<file path="src/rtl/vstep_pkg.sv">
// Package vstep_pkg
// Shared widths and types for the element step sequencer.
// Assumes a sub-vector size of at most four, encoded as size-1 in two bits.
package vstep_pkg;
    localparam int SUB_W = 2;

    typedef enum logic {
        ST_IDLE = 1'b0,
        ST_RUN  = 1'b1
    } seq_state_t;
endpackage

</file>
<file path="src/rtl/vstep_inc.sv">
// Module vstep_inc
// Advances an (element, sub-element) position by one sub-element.
// The sub index wraps after sub_last and then carries into the element.
// Assumes the element field is wide enough that an overshoot past the
// vector end is harmless; callers mask such positions.
module vstep_inc #(
    parameter int VL_W  = 7,
    parameter int SUB_W = 2
) (
    input  logic [VL_W-1:0]  in_elem,
    input  logic [SUB_W-1:0] in_sub,
    input  logic [SUB_W-1:0] sub_last,
    output logic [VL_W-1:0]  out_elem,
    output logic [SUB_W-1:0] out_sub
);
    // Step the sub index, carrying into the element index on wrap.
    always_comb begin
        if (in_sub == sub_last) begin
            out_sub  = '0;
            out_elem = in_elem + VL_W'(1);
        end else begin
            out_sub  = in_sub + SUB_W'(1);
            out_elem = in_elem;
        end
    end
endmodule

</file>
<file path="src/rtl/vstep_width.sv">
// Module vstep_width
// Derives the per-instruction batch width from mode and hint.
// Horizontal-first always uses every lane. Vertical-first uses the hint,
// clamped to the lane count, and a hint of 0 counts as one slot.
// Assumes LANES fits in HINT_W bits.
module vstep_width #(
    parameter int LANES  = 4,
    parameter int HINT_W = 7,
    parameter int CNT_W  = 3
) (
    input  logic              vfirst,
    input  logic [HINT_W-1:0] hint,
    output logic [CNT_W-1:0]  width
);
    // Pick the effective issue width.
    always_comb begin
        if (!vfirst) begin
            width = CNT_W'(LANES);
        end else if (hint == '0) begin
            width = CNT_W'(1);
        end else if (hint > HINT_W'(LANES)) begin
            width = CNT_W'(LANES);
        end else begin
            width = CNT_W'(hint);
        end
    end
endmodule

</file>
<file path="src/rtl/vstep_lanes.sv">
// Module vstep_lanes
// Builds the per-lane slot positions as a chain of single-step incrementers
// starting at the base position. Marks the lanes that fall inside both the
// batch width and the remaining vector. Also returns the position that lies
// `width` sub-elements past the base.
// Assumes width <= LANES.
module vstep_lanes #(
    parameter int LANES  = 4,
    parameter int VL_W   = 7,
    parameter int SUB_W  = 2,
    parameter int CNT_W  = 3,
    parameter int FLAT_W = 9
) (
    input  logic [VL_W-1:0]        base_elem,
    input  logic [SUB_W-1:0]       base_sub,
    input  logic [SUB_W-1:0]       sub_last,
    input  logic [CNT_W-1:0]       width,
    input  logic [FLAT_W-1:0]      rem,
    output logic [LANES-1:0]       lane_valid,
    output logic [LANES*VL_W-1:0]  lane_elem,
    output logic [LANES*SUB_W-1:0] lane_sub,
    output logic [LANES-1:0]       lane_first,
    output logic [VL_W-1:0]        adv_elem,
    output logic [SUB_W-1:0]       adv_sub
);
    logic [VL_W-1:0]  ch_elem [LANES+1];
    logic [SUB_W-1:0] ch_sub  [LANES+1];

    assign ch_elem[0] = base_elem;
    assign ch_sub[0]  = base_sub;

    for (genvar g = 0; g < LANES; g++) begin : g_lane
        vstep_inc #(.VL_W(VL_W), .SUB_W(SUB_W)) u_inc (
            .in_elem  (ch_elem[g]),
            .in_sub   (ch_sub[g]),
            .sub_last (sub_last),
            .out_elem (ch_elem[g+1]),
            .out_sub  (ch_sub[g+1])
        );
        assign lane_elem[g*VL_W +: VL_W]   = ch_elem[g];
        assign lane_sub[g*SUB_W +: SUB_W]  = ch_sub[g];
        assign lane_valid[g] = (CNT_W'(g) < width) && (FLAT_W'(g) < rem);
        assign lane_first[g] = (ch_sub[g] == '0);
    end

    // Select the chain tap that lies one batch past the base.
    always_comb begin
        adv_elem = ch_elem[0];
        adv_sub  = ch_sub[0];
        for (int k = 1; k <= LANES; k++) begin
            if (width == CNT_W'(k)) begin
                adv_elem = ch_elem[k];
                adv_sub  = ch_sub[k];
            end
        end
    end
endmodule

</file>
<file path="src/rtl/vstep_seq.sv">
// Module vstep_seq (top)
// Element step sequencer for one vector instruction. It latches the length,
// sub-vector size, mode and hint on start. It issues up to LANES
// sub-element slots per busy cycle, runs to the end of the vector in
// horizontal-first mode, and issues one fixed batch in vertical-first mode.
// In vertical-first mode the counters move only on an idle-time step request.
// Assumes cfg_vl <= MAXVL and that cfg_* are valid while start is high.
module vstep_seq
    import vstep_pkg::*;
#(
    parameter int LANES  = 4,
    parameter int MAXVL  = 64,
    parameter int HINT_W = 7,
    localparam int VL_W   = $clog2(MAXVL + 1),
    localparam int CNT_W  = $clog2(LANES + 1),
    localparam int FLAT_W = VL_W + SUB_W
) (
    input  logic                   clk,
    input  logic                   rst_n,
    input  logic                   start,
    input  logic [VL_W-1:0]        cfg_vl,
    input  logic [1:0]             cfg_subvl,
    input  logic                   cfg_vfirst,
    input  logic [HINT_W-1:0]      cfg_hint,
    input  logic                   step_req,
    output logic                   busy,
    output logic                   done,
    output logic [LANES-1:0]       slot_valid,
    output logic [LANES*VL_W-1:0]  slot_elem,
    output logic [LANES*2-1:0]     slot_sub,
    output logic [LANES-1:0]       slot_grp_first,
    output logic [VL_W-1:0]        srcstep,
    output logic [VL_W-1:0]        dststep,
    output logic [1:0]             svstep
);
    seq_state_t       state_q;
    logic [VL_W-1:0]  vl_q;
    logic [SUB_W-1:0] sub_q;
    logic             vf_q;
    logic [CNT_W-1:0] width_q;
    logic [VL_W-1:0]  elem_q;
    logic [SUB_W-1:0] subpos_q;

    logic [CNT_W-1:0]  width_new;
    logic [FLAT_W-1:0] sub_len;
    logic [FLAT_W-1:0] flat_now;
    logic [FLAT_W-1:0] total;
    logic [FLAT_W-1:0] rem;
    logic              done_c;
    logic [LANES-1:0]  lane_valid;
    logic [LANES-1:0]  lane_first;
    logic [VL_W-1:0]   adv_elem;
    logic [SUB_W-1:0]  adv_sub;

    vstep_width #(.LANES(LANES), .HINT_W(HINT_W), .CNT_W(CNT_W)) u_width (
        .vfirst (cfg_vfirst),
        .hint   (cfg_hint),
        .width  (width_new)
    );

    // Flattened position, vector size and remaining sub-elements.
    always_comb begin
        sub_len  = FLAT_W'(sub_q) + FLAT_W'(1);
        flat_now = FLAT_W'(elem_q) * sub_len + FLAT_W'(subpos_q);
        total    = FLAT_W'(vl_q) * sub_len;
        rem      = (flat_now >= total) ? '0 : (total - flat_now);
    end

    vstep_lanes #(
        .LANES(LANES), .VL_W(VL_W), .SUB_W(SUB_W),
        .CNT_W(CNT_W), .FLAT_W(FLAT_W)
    ) u_lanes (
        .base_elem  (elem_q),
        .base_sub   (subpos_q),
        .sub_last   (sub_q),
        .width      (width_q),
        .rem        (rem),
        .lane_valid (lane_valid),
        .lane_elem  (slot_elem),
        .lane_sub   (slot_sub),
        .lane_first (lane_first),
        .adv_elem   (adv_elem),
        .adv_sub    (adv_sub)
    );

    // Instruction end: the single vertical batch, or the final horizontal one.
    assign busy   = (state_q == ST_RUN);
    assign done_c = busy && (vf_q || (rem <= FLAT_W'(LANES)));
    assign done   = done_c;

    // Gate lane outputs with the busy state.
    assign slot_valid     = lane_valid & {LANES{busy}};
    assign slot_grp_first = lane_first & slot_valid;
    assign srcstep        = elem_q;
    assign dststep        = elem_q;
    assign svstep         = subpos_q;

    // Sequencer state, latched configuration and step counters.
    always_ff @(posedge clk) begin
        if (!rst_n) begin
            state_q  <= ST_IDLE;
            vl_q     <= '0;
            sub_q    <= '0;
            vf_q     <= 1'b0;
            width_q  <= CNT_W'(1);
            elem_q   <= '0;
            subpos_q <= '0;
        end else begin
            case (state_q)
                ST_IDLE: begin
                    if (start) begin
                        vl_q    <= cfg_vl;
                        sub_q   <= cfg_subvl;
                        vf_q    <= cfg_vfirst;
                        width_q <= width_new;
                        state_q <= ST_RUN;
                    end else if (step_req && vf_q) begin
                        if (FLAT_W'(width_q) >= rem) begin
                            elem_q   <= '0;
                            subpos_q <= '0;
                        end else begin
                            elem_q   <= adv_elem;
                            subpos_q <= adv_sub;
                        end
                    end
                end
                default: begin
                    if (done_c) begin
                        state_q <= ST_IDLE;
                        if (!vf_q) begin
                            elem_q   <= '0;
                            subpos_q <= '0;
                        end
                    end else if (!vf_q) begin
                        elem_q   <= adv_elem;
                        subpos_q <= adv_sub;
                    end
                end
            endcase
        end
    end
endmodule

</file>
<file path="config.mk">
export PLATFORM = sky130hd
export DESIGN_NAME = vstep_seq
export DESIGN_NICKNAME = d
export VERILOG_FILES = /design/src/rtl/vstep_pkg.sv /design/src/rtl/vstep_inc.sv /design/src/rtl/vstep_width.sv /design/src/rtl/vstep_lanes.sv /design/src/rtl/vstep_seq.sv
export SDC_FILE = /design/constraint.sdc
export NUM_CORES = 1
export LEC_CHECK = 0
export BUFFER_PORTS_ARGS = -buffer_cell sky130_fd_sc_hd__clkbuf_2
export CAP_MARGIN = 20
export CORE_ASPECT_RATIO = 0.5
export CORE_MARGIN = 2
export CORE_UTILIZATION = 55
export DETAILED_ROUTE_END_ITERATION = 8
export GPL_TIMING_DRIVEN = 0
export PLACE_DENSITY = 0.87
export SETUP_SLACK_MARGIN = 0.1
export SLEW_MARGIN = 20
export SYNTH_ARGS = -nofsm -noshare
export SYNTH_HDL_FRONTEND = slang
export SYNTH_SLANG_ARGS = --single-unit
export TNS_END_PERCENT = 100
</file>
<file path="constraint.sdc">
create_clock -name clk -period 11.4 [get_ports clk]
set_clock_uncertainty 0.2 [all_clocks]
set_input_delay 0 -clock clk [delete_from_list [all_inputs] [get_ports clk]]
set_output_delay 0 -clock clk [all_outputs]
set_load 0.02 [all_outputs]
</file>
==> results.yml, run 1 <==
status:
  status: "complete, no violations"
timing:
  setup_slack_ns: 3.76
  whs_ns: 0.241
  rsz0062_at_grt: "no"
  finalSetupTns_ns: 0
  slew_violations: 0
  post-route-period-util_pct: 67.0
  fmax_ghz: 0.131
  max-slew-margin-rel_pct: 34.6
  setup_violations: 0
  tightestPinTransition_ns: 0.974
  fin_crit_ns: 7.64
  hold_violations: 0
cells_and_area:
  diodes: 0
  seq_area_um2: 460
  multi_input_area_um2: 3410
  fill_cells: 582
  nets: 769
  area_growth_pct: 19.0
  fin_cells: 796
  drive_gt1_share_pct: 19.0
placement:
  gp_congestion: 0.958
  portBuffers: 81
  place_ws_ns: 4.06
  placedCellCount: 772
  dp_hpwl_um: 9770
clock_network:
  cts_root_buffer: "clkbuf_16"
  clock_sinks: 23
  clockBufferDepth: 2
  clkSlewWorstSetupHoldPaths_ns: 0.06
  cts_buffers: 3
  clk_latency_ns: 0.26
  htree_levels: 1
  cts_tree: "yes"
power_and_ir_drop:
  leakagePower_nw: 2.52
  p_int_mw: 0.260
  pwr-share-comb_pct: 66.7
  p_per_area_nw_per_um2: 100
  swShare_pct: 49.5
  switching_power_mw: 0.255
  seq_power_share_pct: 18.4
  p_clk_share_pct: 14.9
  ir_worst_vdd_mv: 0.131
grt:
  grt_first_pass_wirelength_um: 21300
  antenna_found_initial: 0
  first_global_vias: 4342
  grt_max_degree: 13
  grt_use_total_pct: 31.1
  grt_overflow: 0
logic_synthesis:
  yosysMostFrequentCell: "nand2_1"
  synth_top_flop_cell: "dfxtp_1"
  yosys_warnings: 0
  synth_edf_count: 0
  synth_area_leaders: "ha_1, dfxtp_1, fa_1"
  yosys-top-cells-count: "nand2_1, inv_1, a21oi_1"
  synth-seq-cells: 23
  yosysTopAreaCell: "ha_1"
  postSynthCellCount: 583
  syn_area_um2: 4310
  synth.distinct_cells: 72
  synth_nets: 663
  async_flop_share_pct: 0
  yosysSeqAreaShare_pct: 10.7
  syn_avg_cell_area_um2: 7.39
  synth_top_area_share_pct: 13.4
setup_path:
  critPathArrivalTime_ns: 7.63
  end_kind: "flip-flop"
  worstSetupPathType: "reg2reg"
  crit_start: "sub_q[0]"
  worstReg2RegStart: "sub_q[0]"
  cp-start-kind: "flip-flop"
  path_max_fanout: 10
  worstPathRequired_ns: 11.39
detailed_routing:
  drt_iter0_drc: 525
  ant_nets: 0
  route.detailed.drc: 0
  avgViaCountPerCell: 5.98
  dr_wl_met2_um: 6030
  vias: 4757
  drt-total-wl_um: 13200
  wl_met1_um: 5560
  drtPass1Iterations: 5
  wl_per_cell_um: 16.6
  wl_met3_um: 1190
  dr.max_layer_used: "met4"
hold_path:
  hp-class: "in2reg"
  hp-start: "start"
die:
  chipHeight_um: 66.6
  initial_core_util_pct: 57.7
  die_w_um: 129
  rows: 22
  die_area_um2: 8600
  core_um2: 7460
  ios: 83
job:
  cap_violations: 0
==> metrics by stage <==
step           utilization (%)  power, mW  area (um^2)
2_1_floorplan                -      0.335         4310
3_3_place_gp              65.0      0.414         4850
3_5_place_dp              65.0      0.421         4850
4_1_cts                   68.7      0.501         5130
5_1_grt                   68.7      0.547         5130
6_report                  68.7      0.515         5130
==> power groups by stage <==
stage	sequential [mW]	clock (mW)	combinational (mW)
6_report	0.0948	0.0769	0.343
5_1_grt	0.0953	0.0792	0.373
4_1_cts	0.0941	0.0747	0.332
3_5_place_dp	0.0958	0	0.325
3_3_place_gp	0.0956	0	0.319
2_1_floorplan	0.0955	0	0.240
==> sequential cells by signal, indices dropped and copies added (netlist names) <==
name	count
dststep	7
vl_q	7
vf_q	1
svstep	2
busy	1
width_q	3
sub_q	2
==> worst max-delay path: stages, from the launching register on <==
cell	delay (ns)
dfxtp_1	0.54
buf_2	0.28
buf_1	0.50
clkbuf_1	0.41
nor2_1	0.12
fa_1	0.46
ha_1	0.33
ha_1	0.32
a21o_1	0.20
a21oi_1	0.23
o21bai_1	0.09
a21oi_1	0.23
o21bai_1	0.09
a21oi_1	0.19
xnor2_1	0.11
ha_1	0.36
inv_1	0.10
nor3_1	0.27
a221o_1	0.23
a21boi_1	0.50
nand2_1	0.13
ha_1	0.29
a21o_1	0.15
a21oi_1	0.16
nand2_1	0.11
and3_1	0.29
or4_1	0.56
a21oi_1	0.13
==> cells in the final DEF, fill, tap and decap left out, types with 4 or more instances in the layout <==
| cell | n |
|---|---|
| mux2_2 | 4 |
| dfxtp_1 | 23 |
| o211ai_1 | 5 |
| o21bai_1 | 5 |
| a22oi_1 | 4 |
| nor3b_1 | 4 |
| dlygate4sd3_1 | 20 |
| fa_1 | 13 |
| inv_1 | 52 |
| buf_2 | 6 |
| o21ai_0 | 14 |
| nand2_1 | 66 |
| o22ai_1 | 7 |
| nand4_1 | 6 |
| nor2b_1 | 11 |
| a21oi_1 | 47 |
| xnor2_2 | 5 |
| xor2_1 | 10 |
| a31oi_1 | 5 |
| nand3_1 | 16 |
| ha_1 | 46 |
| nor4_1 | 5 |
| a221oi_1 | 5 |
| nand3b_1 | 4 |
| a21o_1 | 9 |
| and4_1 | 4 |
| a2111oi_0 | 4 |
| and2_1 | 25 |
| clkbuf_2 | 81 |
| buf_4 | 16 |
| and3_1 | 5 |
| nor2_1 | 33 |
| nor3_1 | 10 |
| xnor2_1 | 23 |
| clkbuf_1 | 20 |
| nand2b_1 | 14 |
==> metal layers <==
layer,vias to the layer above,GRT usage (%)
li1,2244,-
met2,261,53.6
met4,0,9.38
met3,55,2.73
met5,-,0
met1,2197,41.7
==> kinds of logic (layout without fill, tap and decap cells) <==
kind of cell | count (synthesis) | after routing | share of synthesized area [%]
mux | 8 | 8 | 2.00
flops | 23 | 23 | 10.7
fa+ha+maj | 59 | 59 | 19.4
compound gates | 137 | 137 | 21.5
buf+inv | 99 | 204 | 10.2
simple gates | 215 | 215 | 25.8
xor+xnor | 42 | 42 | 10.4
==> area by class of cell <==
| cell class | instances | share of cell area [%] |
|---|---|---|
| plain buffers | 44 | 4.54 |
| clock buffers | 4 | 1.54 |
| inverters | 55 | 4.03 |
| multi-input cells | 461 | 66.5 |
| flip-flops and latches | 23 | 8.98 |
| well taps | 108 | 2.64 |
| repair buffers | 101 | 11.8 |
==> final timing paths <==
check          endpoint  cells past startpoint  slack, ns
max          dststep[2]                     27       3.76
min           svstep[1]                      6       0.24
max reg2reg  dststep[2]                     27       3.76
min reg2reg     vl_q[5]                      2       0.29
==> what timing repair did <==
item,CTS,global route
buffers inserted,0,0
resized for setup,0,0
endpoints found under the hold margin,17,0
hold buffers,20,0
(Power assumes the default switching activity.)
==> run 2, diff against run 1 <==
- clock period: 11.4 -> 7.6 ns (I/O delays scaled with it)
==> run 2 against run 1 <==
Against the previous run:
- worst hold slack improved by 0.021 ns
- combinational power increased by 51%
- routed wire length increased by 0.15%
- non-clock buffer count decreased by 1
- sequential share of layout area about the same
- register-to-register slack got worse by 3.3 ns
- sequential power increased by 50%
- critical path depth decreased by 1
- utilization about the same
- maximum frequency increased by 6.3%
- total power increased by 50%
==> results.yml, run 2 (synthesis gave the netlist of run 1 again) <==
status:
  status: "complete, no violations"
detailed_routing:
  vias: 4740
  route.detailed.drc: 0
  drt_iter0_drc: 494
  drtPass1Iterations: 5
  ant_nets: 0
  drt-total-wl_um: 13200
  wl_per_cell_um: 16.7
  avgViaCountPerCell: 5.96
power_and_ir_drop:
  swShare_pct: 49.5
  ir_worst_vdd_mv: 0.197
  p_clk_share_pct: 14.7
  switching_power_mw: 0.383
  p_per_area_nw_per_um2: 151
  pwr-share-comb_pct: 66.9
  seq_power_share_pct: 18.4
  p_int_mw: 0.391
  leakagePower_nw: 2.52
  finalPower_mw: 0.774
placement:
  placedCellCount: 772
  portBuffers: 81
  place_ws_ns: 0.265
  dp_hpwl_um: 9770
  gp_congestion: 0.958
cells_and_area:
  area_growth_pct: 19.1
  drive_gt1_share_pct: 19.4
  final_cell_mix: "clkbuf_2, nand2_1, inv_1, a21oi_1, ha_1"
  final_common_cell: "clkbuf_2"
  fin_cells: 795
  nets: 768
  diodes: 0
clock_network:
  htree_levels: 1
  cts_root_buffer: "clkbuf_16"
  clock_sinks: 23
  clockBufferDepth: 2
  cts_tree: "yes"
  cts_buffers: 3
  clkSlewWorstSetupHoldPaths_ns: 0.06
  cts_setup_buffers: 0
  clk_latency_ns: 0.26
timing:
  slew_violations: 0
  setup_violations: 0
  tightestPinTransition_ns: 0.991
  whs_ns: 0.262
  setup_slack_ns: 0.414
  fmax_ghz: 0.139
  hold_violations: 0
  rsz0062_at_grt: "no"
  post-route-period-util_pct: 94.6
  max-slew-margin-rel_pct: 33.4
  finalSetupTns_ns: 0
  fin_crit_ns: 7.19
grt:
  grt_use_total_pct: 31.1
  first_global_vias: 4342
  grt_first_pass_wirelength_um: 21300
  grt_max_degree: 13
  grt_overflow: 0
  antenna_found_initial: 0
die:
  ios: 83
  chipHeight_um: 66.6
  die_area_um2: 8600
  rows: 22
  core_um2: 7460
  die_w_um: 129
  initial_core_util_pct: 57.7
setup_path:
  end_kind: "flip-flop"
  slowest_delay_ns: 0.56
  cp-start-kind: "flip-flop"
  cp_slowest_cell: "or4_1"
  worstSetupPathType: "reg2reg"
  worstReg2RegStart: "sub_q[0]"
  worstPathRequired_ns: 7.58
  rrSetupSlack_ns: 0.41
  timing.critical_path.mode_cell: "a21oi_1"
  critPathArrivalTime_ns: 7.17
  path_max_fanout: 19
  r2r_cells: 26
  r2r-end: "dststep[2]"
hold_path:
  min_path_cells: 6
  hp-start: "start"
  hp-class: "in2reg"
  hold_end: "svstep[1]"
job:
  cap_violations: 0
-- run 2: worst max path at each step --
| stage | from | end | slack (ns) |
|---|---|---|---|
| after global placement | sub_q[0] | dststep[2] | 0.42 |
| final | sub_q[0] | dststep[2] | 0.41 |
| after floorplan | sub_q[0] | dststep[2] | 1.44 |
| after CTS | sub_q[0] | dststep[2] | 0.23 |
| after global routing | sub_q[0] | dststep[2] | 0.15 |
| after detailed placement | sub_q[0] | dststep[2] | 0.26 |
-- run 2: cell type report --
type / count / area, um^2
fillers: 579 / 2330
multi-input cells: 461 / 3410
well taps: 108 / 135
inverters: 55 / 206
plain buffers: 43 / 230
repair buffers: 101 / 606
flip-flops and latches: 23 / 460
clock buffers: 4 / 78.8
-- run 2: critical path, delay by kind of cell (launching register included) --
kind,cells,cell delay (ns)
AND/OR/NAND/NOR,6,1.51
buffers and inverters,3,0.94
AO/OA/AOI/OAI,11,2.07
flip-flops,1,0.53
adder cells (fa/ha/maj),5,1.76
XOR/XNOR,1,0.11
-- run 2: repair_timing --
item                                   4_1_cts  5_1_grt
gates resized for setup                      0        3
setup endpoints to repair                    0        8
endpoints found under the hold margin       17        0
hold buffers                                20        0
-- run 2: routing by layer --
layer,vias to the layer above,GRT usage [%],share of wire (%)
met5,-,0,0
li1,2234,-,-
met3,42,2.73,8.8
met1,2199,41.7,42
met4,0,9.38,2.5
met2,265,53.6,47
-- run 2: metrics by stage --
step           utilization [%]  cell area, um^2
5_1_grt                   68.7             5130
3_3_place_gp              65.0             4850
4_1_cts                   68.7             5130
2_1_floorplan                -             4310
3_5_place_dp              65.0             4850
6_report                  68.7             5130
-- run 2: power groups by stage --
stage	clock network, mW	registers (mW)	logic [mW]
global placement	0	0.143	0.478
finish	0.114	0.142	0.518
CTS	0.112	0.141	0.498
detailed placement	0	0.144	0.487
global route	0.119	0.143	0.561
floorplan	0	0.143	0.360
==> run 3, diff against run 2 <==
- CORE_UTILIZATION: 55 -> 30
- PLACE_DENSITY: 0.87 -> 0.57
==> run 3 against run 2 <==
Against the previous run:
- design area is 2.2% higher
- cell count is 11% higher
- utilization is 31 points lower
- critical path depth stayed put
- first-iteration DRC count is 51% lower
- sequential power hardly changed
- non-clock buffer count stayed put
- sequential cell count stayed put
- global-route usage is 14 points lower
- clock power is 4% higher
- critical endpoint unchanged
- largest power group unchanged
- highest routed layer unchanged
==> results.yml, run 3 (synthesis gave the netlist of run 1 again) <==
timing:
  fin_crit_ns: 7.00
  rsz0062_at_grt: "no"
  tightestPinTransition_ns: 0.815
  setup_slack_ns: 0.604
  fmax_ghz: 0.143
  whs_ns: 0.152
  hold_violations: 0
  setup_violations: 0
  slew_violations: 0
  max-slew-margin-rel_pct: 45.3
  post-route-period-util_pct: 92.1
  finalSetupTns_ns: 0
setup_path:
  slowest_delay_ns: 0.55
  r2r-end: "dststep[2]"
  worstReg2RegStart: "sub_q[0]"
  end_kind: "flip-flop"
  rrSetupSlack_ns: 0.60
  worstPathRequired_ns: 7.59
  r2r_cells: 26
  cp_slowest_cell: "or4_1"
  worstSetupPathType: "reg2reg"
  cp-start-kind: "flip-flop"
  critPathArrivalTime_ns: 6.99
  path_max_fanout: 10
clock_network:
  clkSlewWorstSetupHoldPaths_ns: 0.06
  clock_sinks: 23
  cts_tree: "yes"
  cts_buffers: 3
  clockBufferDepth: 2
  clk_latency_ns: 0.26
  cts_root_buffer: "clkbuf_16"
  htree_levels: 1
cells_and_area:
  final_common_cell: "clkbuf_2"
  nets: 768
  area_growth_pct: 21.7
  diodes: 0
  final_cell_mix: "clkbuf_2, nand2_1, inv_1, a21oi_1, ha_1"
  design_area_um2: 5240
  drive_gt1_share_pct: 19.4
die:
  die_w_um: 173
  rows: 30
  initial_core_util_pct: 31.3
  chipHeight_um: 88.7
  core_um2: 13800
  ios: 83
  die_area_um2: 15400
detailed_routing:
  drt-total-wl_um: 13000
  avgViaCountPerCell: 5.04
  route.detailed.drc: 0
  drtPass1Iterations: 4
  drt_iter0_drc: 241
  vias: 4429
  ant_nets: 0
  wl_per_cell_um: 14.8
grt:
  first_global_vias: 4117
  grt_max_degree: 15
  grt_first_pass_wirelength_um: 21000
  grt_overflow: 0
  antenna_found_initial: 0
  grt_use_total_pct: 16.8
hold_path:
  hold_end: "svstep[1]"
  hp-class: "in2reg"
  hp-start: "start"
  min_path_cells: 6
placement:
  place_ws_ns: 0.200
  gp_congestion: 0.900
  dp_hpwl_um: 10600
  portBuffers: 81
  place_area_um2: 4950
power_and_ir_drop:
  ir_worst_vdd_mv: 0.0709
  leakagePower_nw: 2.51
  p_per_area_nw_per_um2: 148
  finalPower_mw: 0.774
status:
  status: "complete, no violations"
job:
  cap_violations: 0
[run 3: cell count changes in the layout (fill, tap and decap cells not counted), sizes merged]
cell,change
dlygate4sd3,+1
clkinvlp,+1
clkbuf,-2
[run 3: metrics by stage]
step           std cells  util (%)
2_1_floorplan        583         -
3_3_place_gp         856      35.9
3_5_place_dp         856      35.9
4_1_cts              881      38.1
5_1_grt              879      38.0
6_report             879      38.0
[run 3: power by group]
part / internal (mW) / switching [mW]
sequential: 0.129 / 0.0134
combinational: 0.190 / 0.324
clock: 0.0714 / 0.0465
total: 0.390 / 0.384
[run 3: worst max-delay path: cells and delay by family, from the launching register on]
family          cells  cell delay [ns]
xor+xnor            1             0.10
fa+ha+maj           6             2.03
flops               1             0.52
simple gates        6             1.59
compound gates     11             2.02
buf+inv             2             0.47
[run 3: layout make-up]
type	count	area, um^2
fill	1444	8530
clock buffer	3	75.1
clock inverter	1	7.51
inverter	55	206
buffer	42	225
tap	192	240
sequential	23	460
timing repair buffer	102	616
multi-input combinational	461	3410
[run 3: worst max-delay path by stage]
stage	startpoint	endpoint	slack [ns]	cells after the start
after CTS	sub_q[0]	dststep[2]	0.14	27
after floorplan	sub_q[0]	dststep[2]	1.44	27
after detailed placement	sub_q[0]	dststep[2]	0.20	27
final	sub_q[0]	dststep[2]	0.60	26
after global placement	sub_q[0]	dststep[2]	0.23	27
after global routing	sub_q[0]	dststep[2]	0.14	26
[run 3: timing repair]
action | in CTS | in global routing
hold buffers | 21 | 0
endpoints found under the hold margin | 17 | 0
gates resized for setup | 0 | 1
buffers inserted | 0 | 0
setup endpoints to repair | 0 | 12
[run 3: per-layer routing]
| metal | up-vias | global-route usage, % | wire [um] |
|---|---|---|---|
| li1 | 2224 | - | - |
| met1 | 2073 | 23.7 | 6450 |
| met2 | 121 | 28.5 | 5760 |
| met3 | 11 | 0.945 | 618 |
| met4 | 0 | 3.70 | 146 |
| met5 | - | 0 | 0 |
